File: config.mk
export PLATFORM = sky130hd
export DESIGN_NAME = irq_status_enc
export DESIGN_NICKNAME = d
export VERILOG_FILES = /design/src/rtl/irq_enc_pkg.sv /design/src/rtl/irq_lowfirst.sv /design/src/rtl/irq_regs.sv /design/src/rtl/irq_tiers.sv /design/src/rtl/irq_status_enc.sv
export SDC_FILE = /design/constraint.sdc
export NUM_CORES = 1
export LEC_CHECK = 0
export ABC_AREA = 1
export CAP_MARGIN = 20
export CORE_MARGIN = 2
export CORE_UTILIZATION = 45
export DETAILED_ROUTE_END_ITERATION = 16
export PLACE_DENSITY_LB_ADDON = 0.3
export REMOVE_ABC_BUFFERS = 1
export SYNTH_ARGS = -nofsm -noshare
export SYNTH_HDL_FRONTEND = slang
export SYNTH_SLANG_ARGS = --single-unit
File: constraint.sdc
create_clock -name clk -period 3.7 [get_ports clk]
set_input_delay 0.74 -clock clk [delete_from_list [all_inputs] [get_ports clk]]
set_output_delay 0.74 -clock clk [all_outputs]
set_load 0.01 [all_outputs]
File: src/rtl/irq_enc_pkg.sv
package irq_enc_pkg;
  localparam int CRIT_FLAG   = 10;
  localparam int CRIT_LSB    = 8;
  localparam int MAIN_FLAG   = 21;
  localparam int MAIN_LSB    = 16;
  localparam int PER_FLAG    = 29;
  localparam int PER_LSB     = 24;
  localparam int CRIT_REDIR  = 2;
  localparam int MAIN_REDIR  = 4;
  localparam int PER_CASCADE = 0;

  localparam logic [31:0] MAIN_MASK_RST = 32'h0001_0FFF;
  localparam logic [31:0] PER_MASK_RST  = 32'h7FFF_FC00;

  typedef enum logic [2:0] {
    RA_STATUS = 3'd0,
    RA_CMASK  = 3'd1,
    RA_MMASK  = 3'd2,
    RA_PMASK  = 3'd3,
    RA_DMASK  = 3'd4,
    RA_DPEND  = 3'd5,
    RA_CLASS  = 3'd6
  } reg_addr_e;
endpackage

File: src/rtl/irq_lowfirst.sv
module irq_lowfirst #(
  parameter int N  = 4,
  parameter int IW = 2
) (
  input  logic          clk,
  input  logic          rst,
  input  logic [N-1:0]  req,
  output logic          hit,
  output logic [IW-1:0] idx
);
  always_comb begin
    hit = |req;
    idx = '0;
    for (int i = N - 1; i >= 0; i--) begin
      if (req[i]) idx = IW'(i);
    end
  end

  // reported index is pending and nothing below it is
  a_r4_hit_valid: assert property (@(posedge clk) disable iff (rst)
    hit |-> req[idx]);
  a_r4_lowest_wins: assert property (@(posedge clk) disable iff (rst)
    hit |-> ((req & ((N'(1) << idx) - N'(1))) == '0));
endmodule

File: src/rtl/irq_regs.sv
module irq_regs
  import irq_enc_pkg::*;
#(
  parameter int N_CRIT = 4,
  parameter int N_MAIN = 17,
  parameter int N_PER  = 32,
  parameter int N_DMA  = 32,
  parameter int DW     = 32,
  parameter int AW     = 3
) (
  input  logic              clk,
  input  logic              rst,
  input  logic              wr_en,
  input  logic              rd_en,
  input  logic [AW-1:0]     addr,
  input  logic [DW-1:0]     wdata,
  input  logic [N_DMA-1:0]  dma_req,
  input  logic [DW-1:0]     status_d,
  output logic [N_CRIT-1:0] cmask,
  output logic [N_MAIN-1:0] mmask,
  output logic [N_PER-1:0]  pmask,
  output logic [N_DMA-1:0]  dmask,
  output logic [N_DMA-1:0]  dpend,
  output logic [N_PER-1:0]  pclass,
  output logic [DW-1:0]     rdata
);
  logic             wr_pend;
  logic [N_DMA-1:0] clr_bits;

  assign wr_pend  = wr_en && (addr == AW'(RA_DPEND));
  assign clr_bits = wr_pend ? wdata[N_DMA-1:0] : '0;

  always_ff @(posedge clk) begin
    if (rst) begin
      cmask  <= '1;
      mmask  <= MAIN_MASK_RST[N_MAIN-1:0];
      pmask  <= PER_MASK_RST[N_PER-1:0];
      dmask  <= '1;
      pclass <= '0;
    end else if (wr_en) begin
      if (addr == AW'(RA_CMASK)) cmask  <= wdata[N_CRIT-1:0];
      if (addr == AW'(RA_MMASK)) mmask  <= wdata[N_MAIN-1:0];
      if (addr == AW'(RA_PMASK)) pmask  <= wdata[N_PER-1:0];
      if (addr == AW'(RA_DMASK)) dmask  <= wdata[N_DMA-1:0];
      if (addr == AW'(RA_CLASS)) pclass <= wdata[N_PER-1:0];
    end
  end

  always_ff @(posedge clk) begin
    if (rst) dpend <= '0;
    else     dpend <= (dpend & ~clr_bits) | dma_req;
  end

  always_ff @(posedge clk) begin
    if (rst) begin
      rdata <= '0;
    end else if (rd_en) begin
      case (addr)
        AW'(RA_STATUS): rdata <= status_d;
        AW'(RA_CMASK):  rdata <= DW'(cmask);
        AW'(RA_MMASK):  rdata <= DW'(mmask);
        AW'(RA_PMASK):  rdata <= DW'(pmask);
        AW'(RA_DMASK):  rdata <= DW'(dmask);
        AW'(RA_DPEND):  rdata <= DW'(dpend);
        AW'(RA_CLASS):  rdata <= DW'(pclass);
        default:        rdata <= '0;
      endcase
    end
  end

  // set requests land, pending bits only fall through a write of ones
  a_r8_set: assert property (@(posedge clk) disable iff (rst)
    (dma_req != '0) |=> ((dpend & $past(dma_req)) == $past(dma_req)));
  a_r8_sticky: assert property (@(posedge clk) disable iff (rst)
    !wr_pend |=> ((dpend & $past(dpend)) == $past(dpend)));
  a_r8_w1c: assert property (@(posedge clk) disable iff (rst)
    (wr_pend && dma_req == '0) |=> (dpend == ($past(dpend) & ~$past(wdata[N_DMA-1:0]))));
endmodule

File: src/rtl/irq_tiers.sv
module irq_tiers
  import irq_enc_pkg::*;
#(
  parameter int N_CRIT = 4,
  parameter int N_MAIN = 17,
  parameter int N_PER  = 32,
  parameter int N_DMA  = 32,
  parameter int DW     = 32
) (
  input  logic              clk,
  input  logic              rst,
  input  logic [N_CRIT-1:0] crit_req,
  input  logic [N_MAIN-1:0] main_req,
  input  logic [N_PER-1:0]  per_req,
  input  logic [N_CRIT-1:0] cmask,
  input  logic [N_MAIN-1:0] mmask,
  input  logic [N_PER-1:0]  pmask,
  input  logic [N_DMA-1:0]  dmask,
  input  logic [N_DMA-1:0]  dpend,
  input  logic [N_PER-1:0]  pclass,
  output logic [DW-1:0]     status_d
);
  localparam int CIW = $clog2(N_CRIT);
  localparam int MIW = $clog2(N_MAIN);
  localparam int PIW = $clog2(N_PER);

  logic              dma_hit;
  logic [N_PER-1:0]  p_src, p_act, p_hi, p_lo;
  logic [N_CRIT-1:0] c_src, c_act;
  logic [N_MAIN-1:0] m_src, m_act;
  logic              hi_hit, lo_hit, c_hit, m_hit, p_hit;
  logic [PIW-1:0]    hi_idx, lo_idx, p_idx;
  logic [CIW-1:0]    c_idx;
  logic [MIW-1:0]    m_idx;

  assign dma_hit = |(dpend & ~dmask);

  always_comb begin
    p_src = per_req;
    p_src[PER_CASCADE] = dma_hit;
  end

  genvar n;
  generate
    for (n = 0; n < N_PER; n++) begin : g_per
      assign p_act[n] = p_src[n] & ~pmask[N_PER-1-n];
    end
    for (n = 0; n < N_MAIN; n++) begin : g_main
      assign m_act[n] = m_src[n] & ~mmask[N_MAIN-1-n];
    end
  endgenerate

  assign p_hi = p_act & pclass;
  assign p_lo = p_act & ~pclass;

  irq_lowfirst #(.N(N_PER), .IW(PIW)) u_phi (
    .clk(clk), .rst(rst), .req(p_hi), .hit(hi_hit), .idx(hi_idx));
  irq_lowfirst #(.N(N_PER), .IW(PIW)) u_plo (
    .clk(clk), .rst(rst), .req(p_lo), .hit(lo_hit), .idx(lo_idx));

  always_comb begin
    c_src = crit_req;
    c_src[CRIT_REDIR] = hi_hit;
  end
  always_comb begin
    m_src = main_req;
    m_src[MAIN_REDIR] = lo_hit;
  end
  assign c_act = c_src & ~cmask;

  irq_lowfirst #(.N(N_CRIT), .IW(CIW)) u_crit (
    .clk(clk), .rst(rst), .req(c_act), .hit(c_hit), .idx(c_idx));
  irq_lowfirst #(.N(N_MAIN), .IW(MIW)) u_main (
    .clk(clk), .rst(rst), .req(m_act), .hit(m_hit), .idx(m_idx));

  assign p_hit = hi_hit | lo_hit;
  assign p_idx = hi_hit ? hi_idx : lo_idx;

  always_comb begin
    status_d = '0;
    status_d[CRIT_FLAG] = c_hit;
    status_d[MAIN_FLAG] = m_hit;
    status_d[PER_FLAG]  = p_hit;
    if (c_hit) status_d[CRIT_LSB +: CIW] = c_idx;
    if (m_hit) status_d[MAIN_LSB +: MIW] = m_idx;
    if (p_hit) status_d[PER_LSB +: PIW]  = p_idx;
  end

  // a redirect slot always has a peripheral winner behind it
  a_r6_crit_redirect: assert property (@(posedge clk) disable iff (rst)
    (c_hit && c_idx == CIW'(CRIT_REDIR)) |-> (p_hit && pclass[p_idx]));
  a_r6_main_redirect: assert property (@(posedge clk) disable iff (rst)
    (m_hit && m_idx == MIW'(MAIN_REDIR)) |-> lo_hit);
  // cascade slot reported only with an unmasked DMA pending bit
  a_r7_cascade: assert property (@(posedge clk) disable iff (rst)
    (p_hit && p_idx == PIW'(PER_CASCADE)) |-> ((dpend & ~dmask) != '0));
  // a reported source is never masked
  a_r3_main_unmasked: assert property (@(posedge clk) disable iff (rst)
    m_hit |-> !mmask[MIW'(N_MAIN-1) - m_idx]);
  a_r3_per_unmasked: assert property (@(posedge clk) disable iff (rst)
    p_hit |-> !pmask[PIW'(N_PER-1) - p_idx]);
endmodule

File: src/rtl/irq_status_enc.sv
module irq_status_enc
  import irq_enc_pkg::*;
#(
  parameter int N_CRIT = 4,
  parameter int N_MAIN = 17,
  parameter int N_PER  = 32,
  parameter int N_DMA  = 32,
  parameter int DW     = 32,
  parameter int AW     = 3
) (
  input  logic              clk,
  input  logic              rst,
  input  logic [N_CRIT-1:0] crit_req,
  input  logic [N_MAIN-1:0] main_req,
  input  logic [N_PER-1:0]  per_req,
  input  logic [N_DMA-1:0]  dma_req,
  input  logic              wr_en,
  input  logic              rd_en,
  input  logic [AW-1:0]     addr,
  input  logic [DW-1:0]     wdata,
  output logic [DW-1:0]     rdata,
  output logic              irq_o,
  output logic              crit_o
);
  logic [N_CRIT-1:0] cmask;
  logic [N_MAIN-1:0] mmask;
  logic [N_PER-1:0]  pmask, pclass;
  logic [N_DMA-1:0]  dmask, dpend;
  logic [DW-1:0]     status_d;
  logic              any_flag;

  irq_regs #(.N_CRIT(N_CRIT), .N_MAIN(N_MAIN), .N_PER(N_PER), .N_DMA(N_DMA),
             .DW(DW), .AW(AW)) u_regs (
    .clk(clk), .rst(rst), .wr_en(wr_en), .rd_en(rd_en), .addr(addr),
    .wdata(wdata), .dma_req(dma_req), .status_d(status_d),
    .cmask(cmask), .mmask(mmask), .pmask(pmask), .dmask(dmask),
    .dpend(dpend), .pclass(pclass), .rdata(rdata));

  irq_tiers #(.N_CRIT(N_CRIT), .N_MAIN(N_MAIN), .N_PER(N_PER), .N_DMA(N_DMA),
              .DW(DW)) u_tiers (
    .clk(clk), .rst(rst), .crit_req(crit_req), .main_req(main_req),
    .per_req(per_req), .cmask(cmask), .mmask(mmask), .pmask(pmask),
    .dmask(dmask), .dpend(dpend), .pclass(pclass), .status_d(status_d));

  assign any_flag = status_d[CRIT_FLAG] | status_d[MAIN_FLAG] | status_d[PER_FLAG];

  always_ff @(posedge clk) begin
    if (rst) begin
      irq_o  <= 1'b0;
      crit_o <= 1'b0;
    end else begin
      irq_o  <= any_flag;
      crit_o <= status_d[CRIT_FLAG];
    end
  end

  // outputs track the status flags one cycle later
  a_r9_crit_implies_irq: assert property (@(posedge clk) disable iff (rst)
    crit_o |-> irq_o);
  a_r9_irq_follows: assert property (@(posedge clk) disable iff (rst)
    !$past(rst) |-> (irq_o == $past(any_flag)));
endmodule

## After elaboration in Yosys (flattened, before gate mapping)

Cells that the tools add are included.

| word-level totals | value |
|---|---|
| memory bits (writable) | 0 |
| bits in registers | 183 |
| output and inout bits | 34 |
| memories | 0 |
| input bits | 124 |
| word-level logic and storage cells | 229 |
| bits in latches | 0 |
| memory bits (read-only) | 0 |

| cells by class | value |
|---|---|
| equality and inequality tests | 6 |
| shifts and indexed selects | 0 |
| bitwise logic cells | 111 |
| $lt $le $gt $ge | 0 |
| $add $sub $neg | 0 |
| multipliers | 0 |
| muxes and demuxes | 91 |
| div/mod/pow operators | 0 |
| reduce and logical (&&, ||, !) cells | 12 |

Operators by type and width:

| cell | number |
|---|---|
| $mux W5 | 84 |
| $pmux W32 S7 | 1 |
| $and A32 B32 Y32 | 4 |
| $not A32 Y32 | 3 |
| $reduce_or A32 Y1 | 3 |
| $and A1 B1 Y1 | 49 |
| $not A1 Y1 | 49 |
| $mux W32 | 1 |
| $or A32 B32 Y32 | 1 |
| $reduce_or A17 Y1 | 1 |
| $mux W2 | 5 |
| $reduce_and A2 Y1 | 5 |
| $eq A3 B3 Y1 const B | 3 |
| $eq A3 B2 Y1 const B | 2 |
| $and A4 B4 Y4 | 1 |
| $not A4 Y4 | 1 |
| $reduce_or A4 Y1 | 1 |
| $eq A3 B1 Y1 const B | 1 |
| $logic_not A3 Y1 | 1 |
| $or A1 B1 Y1 | 3 |
| $logic_and A1 B1 Y1 | 1 |

## Depth between registers and ports, before layout

| depth | value |
|---|---|
| word-level depth | 40 |
| depth in mapped cells | 39 |
| depth with buffers taken out | 39 |

## Modules after synthesis

From an unflattened synthesis, not the netlist that was laid out.

| unflattened totals | value |
|---|---|
| cells, all modules | 1668 |
| area, all modules | 10602.7 um2 |

By module, submodules not included:

| module | cells each | area an instance (um2) | times used | seq. area each (um2) |
|---|---|---|---|---|
| irq_regs | 1102 | 8022.7 | 1 | 3623.5 |
| irq_tiers | 284 | 1306.3 | 1 | 0.0 |
| irq_lowfirst at u_tiers.u_phi ... | 107 | 470.5 | 2 | 0.0 |
| irq_lowfirst at u_tiers.u_main | 52 | 226.5 | 1 | 0.0 |
| irq_status_enc | 7 | 60.1 | 1 | 40.0 |
| irq_lowfirst at u_tiers.u_crit | 9 | 46.3 | 1 | 0.0 |

## Worst setup path after synthesis

No wires, ideal clock.

| timing path | value |
|---|---|
| kind | input to register |
| start point | in per_req[31] |
| end point | reg u_regs.rdata[24] |
| required time | 3.634 ns |
| setup time | 0.066 ns |
| stages | 38 |
| buffers on the path | 0 |
| arrival | 2.482 ns |
| setup slack | 1.152 ns |
| cells stage by stage | nand2_2 > nor2_1 > nand2_1 > nand2_1 > nand2_1 > nand2_1 > nand2_1 > nand2_1 > nand2_1 > nand2_1 > nand2_1 > nand2_1 > nand2_1 > nand2_1 > nand2_1 > nand2_1 > nand2_1 > nand2_1 > [2 not listed] > nand2_1 > nand2_1 > nand2_1 > nand2_1 > nand2_1 > nand2_1 > nand2_1 > nand2_1 > nand2_1 > nand2_1 > nand2_1 > nand2_1 > nand2_1 > nand2_1 > nand2_1 > nand2_1 > nand2_1 > a21oi_2 |

| on the way | value |
|---|---|
| longest elaborated chain between the ends | 37 |
| elaborated cells on any way between the ends | 73 |
| classes of those cells | mux (67); bitwise (4); reduce/logical (2) |

Ends and longest elaborated chain:

| element | RTL line | text |
|---|---|---|
| start: declaration | irq_status_enc.sv:15 | `input logic [N_PER-1:0] per_req,` |
| $and A1 B1 Y1 * | irq_tiers.sv:46 | `assign p_act[n] = p_src[n] & ~pmask[N_PER-1-n];` |
| $and A32 B32 Y32, on equally long branches | irq_tiers.sv:54, irq_tiers.sv:53 |  |
| $mux W5 (32 in a row) | irq_lowfirst.sv:15 | `if (req[i]) idx = IW'(i);` |
| $mux W5 | irq_tiers.sv:77 | `assign p_idx = hi_hit ? hi_idx : lo_idx;` |
| $mux W5 * | irq_tiers.sv:86 | `if (p_hit) status_d[PER_LSB +: PIW] = p_idx;` |
| $pmux W32 S7 * | irq_regs.sv:58 | `case (addr)` |
| end signal: assignment | irq_regs.sv:59 | `AW'(RA_STATUS): rdata <= status_d;` |
| end signal: assignment | irq_regs.sv:60 | `AW'(RA_CMASK): rdata <= DW'(cmask);` |
| end signal: assignment | irq_regs.sv:61 | `AW'(RA_MMASK): rdata <= DW'(mmask);` |
| end: declaration | irq_regs.sv:25 | `output logic [DW-1:0] rdata` |

Mark *: on every way between the ends. The rest lies on a longest branch, timed or not.
A chain may end at the register's enable or synchronous reset.

## Worst setup path after layout

| timing path | value |
|---|---|
| start point | in per_req[31] |
| end point | reg u_regs.rdata[25] |

Same word-level chain as after synthesis.

==> results.py <==
metrics = {
    "placement": {
        "io_buffers": 154,
        "worst_slack_placed_ns": 0.0619,
        "final_hpwl_dp_um": 22200,
        "globalplace.congestion": 1.04,
    },
    "sta": {
        "drv_slew": 0,
        "unrepaired_setup_endpoints_after_global_routing": "false",
        "timing.final.ws_setup_ns": 0.434,
        "post-route-min-period_ns": 3.27,
        "final.setup_skew_ns": 0.0135,
        "tightest_slew_ns": 0.977,
        "finalSetupViolCount": 0,
        "ratio_of_final_minimum_period_to_clock_period_pct": 88.3,
        "clock.fmax_mhz": 306,
        "final.setup.tns_ns": 0,
        "fin_hold_ws_ns": 0.462,
        "hold_viol": 0,
        "slew_limit_headroom_pct": 34.8,
    },
    "synth": {
        "ys_warn_count": 0,
        "post_synth.cell_area_avg_um2": 6.87,
        "synth_top_area_share_pct": 41.6,
        "synth_top_cell_by_area": "sky130_fd_sc_hd__dfxtp_1",
        "syn-instance-count": 1281,
        "yosys.cell_types.count": 34,
        "synth_top_cells_by_area": "sky130_fd_sc_hd__dfxtp_1 (42%), sky130_fd_sc_hd__nand2_1 (12%), sky130_fd_sc_hd__a21oi_1 (8.1%)",
        "ys_seq_elements": 183,
        "syn_area_um2": 8800,
        "yosysSeqAreaShare_pct": 41.6,
    },
    "critical_path": {
        "worst_setup_path_end_kind": "flip-flop",
        "critical_path.max_stage_delay_ns": 0.48,
        "crit_arrival_ns": 3.62,
        "cp_data_required_time_ns": 4.06,
        "path_cells": "clkdlybuf4s50_1, nand2_2, o21ai_0, a31oi_1, o21bai_1, a31oi_1, nor2_1, nor2_1, nor2_1, nor2_1, nor2_1, nor2_1, nor2_1, nor2_1, nor2_1, nor2_1, nor4_1, buf_4, o31ai_1, a21oi_1",
        "worstPathMaxFanout": 4,
        "cp_dominant_cell_by_count": "sky130_fd_sc_hd__nor2_1",
        "cp-start-kind": "input pin",
        "worst-setup-path-type": "in -> reg",
        "critical-path-slowest-cell": "sky130_fd_sc_hd__clkdlybuf4s50_1",
    },
    "global_route": {
        "antenna_found_initial": 1,
        "gr-total-overflow": 0,
        "first_global_vias": 8749,
        "grt_start_max_net_pins": 87,
        "grt_first_pass_wirelength_um": 47500,
        "overall_track_demand_over_capacity_in_global_routing_pct": 30.3,
    },
    "clock_tree": {
        "post_cts_buffers": 0,
        "h-tree-depth": 4,
        "cts_hold_buffers": 0,
        "cts_buffer_depth": 2,
        "clock_tree.root_cell": "sky130_fd_sc_hd__clkbuf_16",
        "clock_sink_count": 183,
        "cts_inserted_buffers": 17,
        "path_clk_slew_ns": 0.07,
        "clk_latency_ns": 0.44,
        "post_cts_resized": 0,
        "clock_tree_from_tritoncts": "done",
    },
    "floorplan": {
        "row_count": 51,
        "die_area_um2": 20700,
        "ioPinCount": 158,
        "die_height_um": 144,
        "initial_core_utilization_pct": 45.5,
        "core-area_um2": 19300,
        "die_width_um": 144,
    },
    "layout": {
        "num-nets-final": 1540,
        "mostFrequentLayoutCells": "sky130_fd_sc_hd__nand2_1 (284), sky130_fd_sc_hd__dfxtp_1 (183), sky130_fd_sc_hd__clkdlybuf4s50_1 (153)",
        "n_antenna_cell": 0,
        "final.fill_count": 1852,
        "layout_commonest_cell": "sky130_fd_sc_hd__nand2_1",
        "ff_latch_area_um2": 3660,
        "layout-area-overhead-vs-synth_pct": 27.2,
        "multi_input_comb_area_um2": 4310,
        "layout-drive-gt1-share_pct": 5.18,
    },
    "route": {
        "detail_route.drc_violations": 0,
        "postRouteAntennaNets": 0,
        "drt_first_iter_violations": 975,
        "drt_pre_antenna_iters": 5,
        "via_density_per_instance": 5.65,
        "routed-via-count": 9569,
        "route.detailed.wl_per_inst_um": 18.3,
        "totalWireLength_um": 31000,
    },
    "run_status": {
        "outcome": "finished clean",
    },
    "power": {
        "max-vdd-ir-drop_mv": 0.304,
        "pwr_density_cell_nw_per_um2": 417,
        "static-leakage-power_uw": 0.00492,
    },
    "worst_hold_path": {
        "hp-class": "reg -> reg",
    },
    "run": {
        "maxCapViolations": 0,
    },
}
-- cells by family after synthesis --
group,count (synthesis),synth area share [%]
buf+inv,214,9.58
simple gates,505,23.8
compound gates,379,25.0
flops,183,41.6
-- state kept, by name, indices dropped and copies added (netlist names), 4 cells and up --
register,count
u_regs.pmask,32
u_regs.dpend,32
u_regs.pclass,32
u_regs.mmask,17
u_regs.dmask,32
u_regs.rdata,32
u_regs.cmask,4
-- cell type report --
cell class / count / share of cell area, %
clock buffer: 19 / 3.87
timing repair buffer: 181 / 15.8
sequential: 183 / 32.7
tap: 265 / 2.96
clock inverter: 13 / 1.17
multi-input combinational: 884 / 38.5
inverter: 149 / 5.00
-- metal layers --
| layer | vias to the layer above | global-route usage, % | part of all wire [%] |
|---|---|---|---|
| met4 | 0 | 10.8 | 2.5 |
| met3 | 63 | 5.36 | 9.0 |
| li1 | 4606 | - | - |
| met1 | 4398 | 42.4 | 44 |
| met5 | - | 0 | 0 |
| met2 | 502 | 46.7 | 44 |
-- worst max-delay path: cells and delay by family --
kind	cells	cell delay (ns)
AND/OR/NAND/NOR	12	1.21
AO/OA/AOI/OAI	6	0.98
buffers and inverters	2	0.68
-- power by group --
group          switching (uW)  internal, uW  leakage, uW
clock network             802           992     0.000277
logic                     442           320      0.00314
registers                47.2          2060      0.00150
-- worst paths after layout --
path / cells after the start / endpoint / from / slack (ns)
min: 2 / u_regs.rdata[1]$_SDFFE_PP0P_ / u_regs.rdata[1]$_SDFFE_PP0P_ / 0.46
min reg2reg: 2 / u_regs.rdata[1]$_SDFFE_PP0P_ / u_regs.rdata[1]$_SDFFE_PP0P_ / 0.46
max reg2reg: 17 / u_regs.rdata[20]$_SDFFE_PP0P_ / u_regs.dpend[26]$_SDFF_PP0_ / 0.51
max: 20 / u_regs.rdata[25]$_SDFFE_PP0P_ / per_req[31] / 0.43
-- through the flow --
step | std cells | utilization, % | area (um^2) | power [uW]
global placement | 1662 | 55.0 | 10600 | 2890
global route | 1694 | 57.9 | 11200 | 4830
floorplan | 1216 | - | 8520 | 2500
detailed placement | 1662 | 55.0 | 10600 | 2900
finish | 1694 | 57.9 | 11200 | 4660
CTS | 1694 | 57.9 | 11200 | 4660
-- cells in the mapped netlist, drive strengths merged --
cell	count
o2111ai	1
o21ai	99
o31ai	15
nor3	5
nand4	4
a31oi	6
clkinv	4
nor2	93
or2	2
a32oi	1
a221oi	11
o211ai	38
dfxtp	183
buf	8
nand3	115
o22ai	52
inv	145
o21bai	2
o221ai	8
nand2	285
a22oi	1
a21oi	144
o311ai	1
nor4	1
clkbuf	57
No activity file was read; power rests on OpenSTA's default activity.
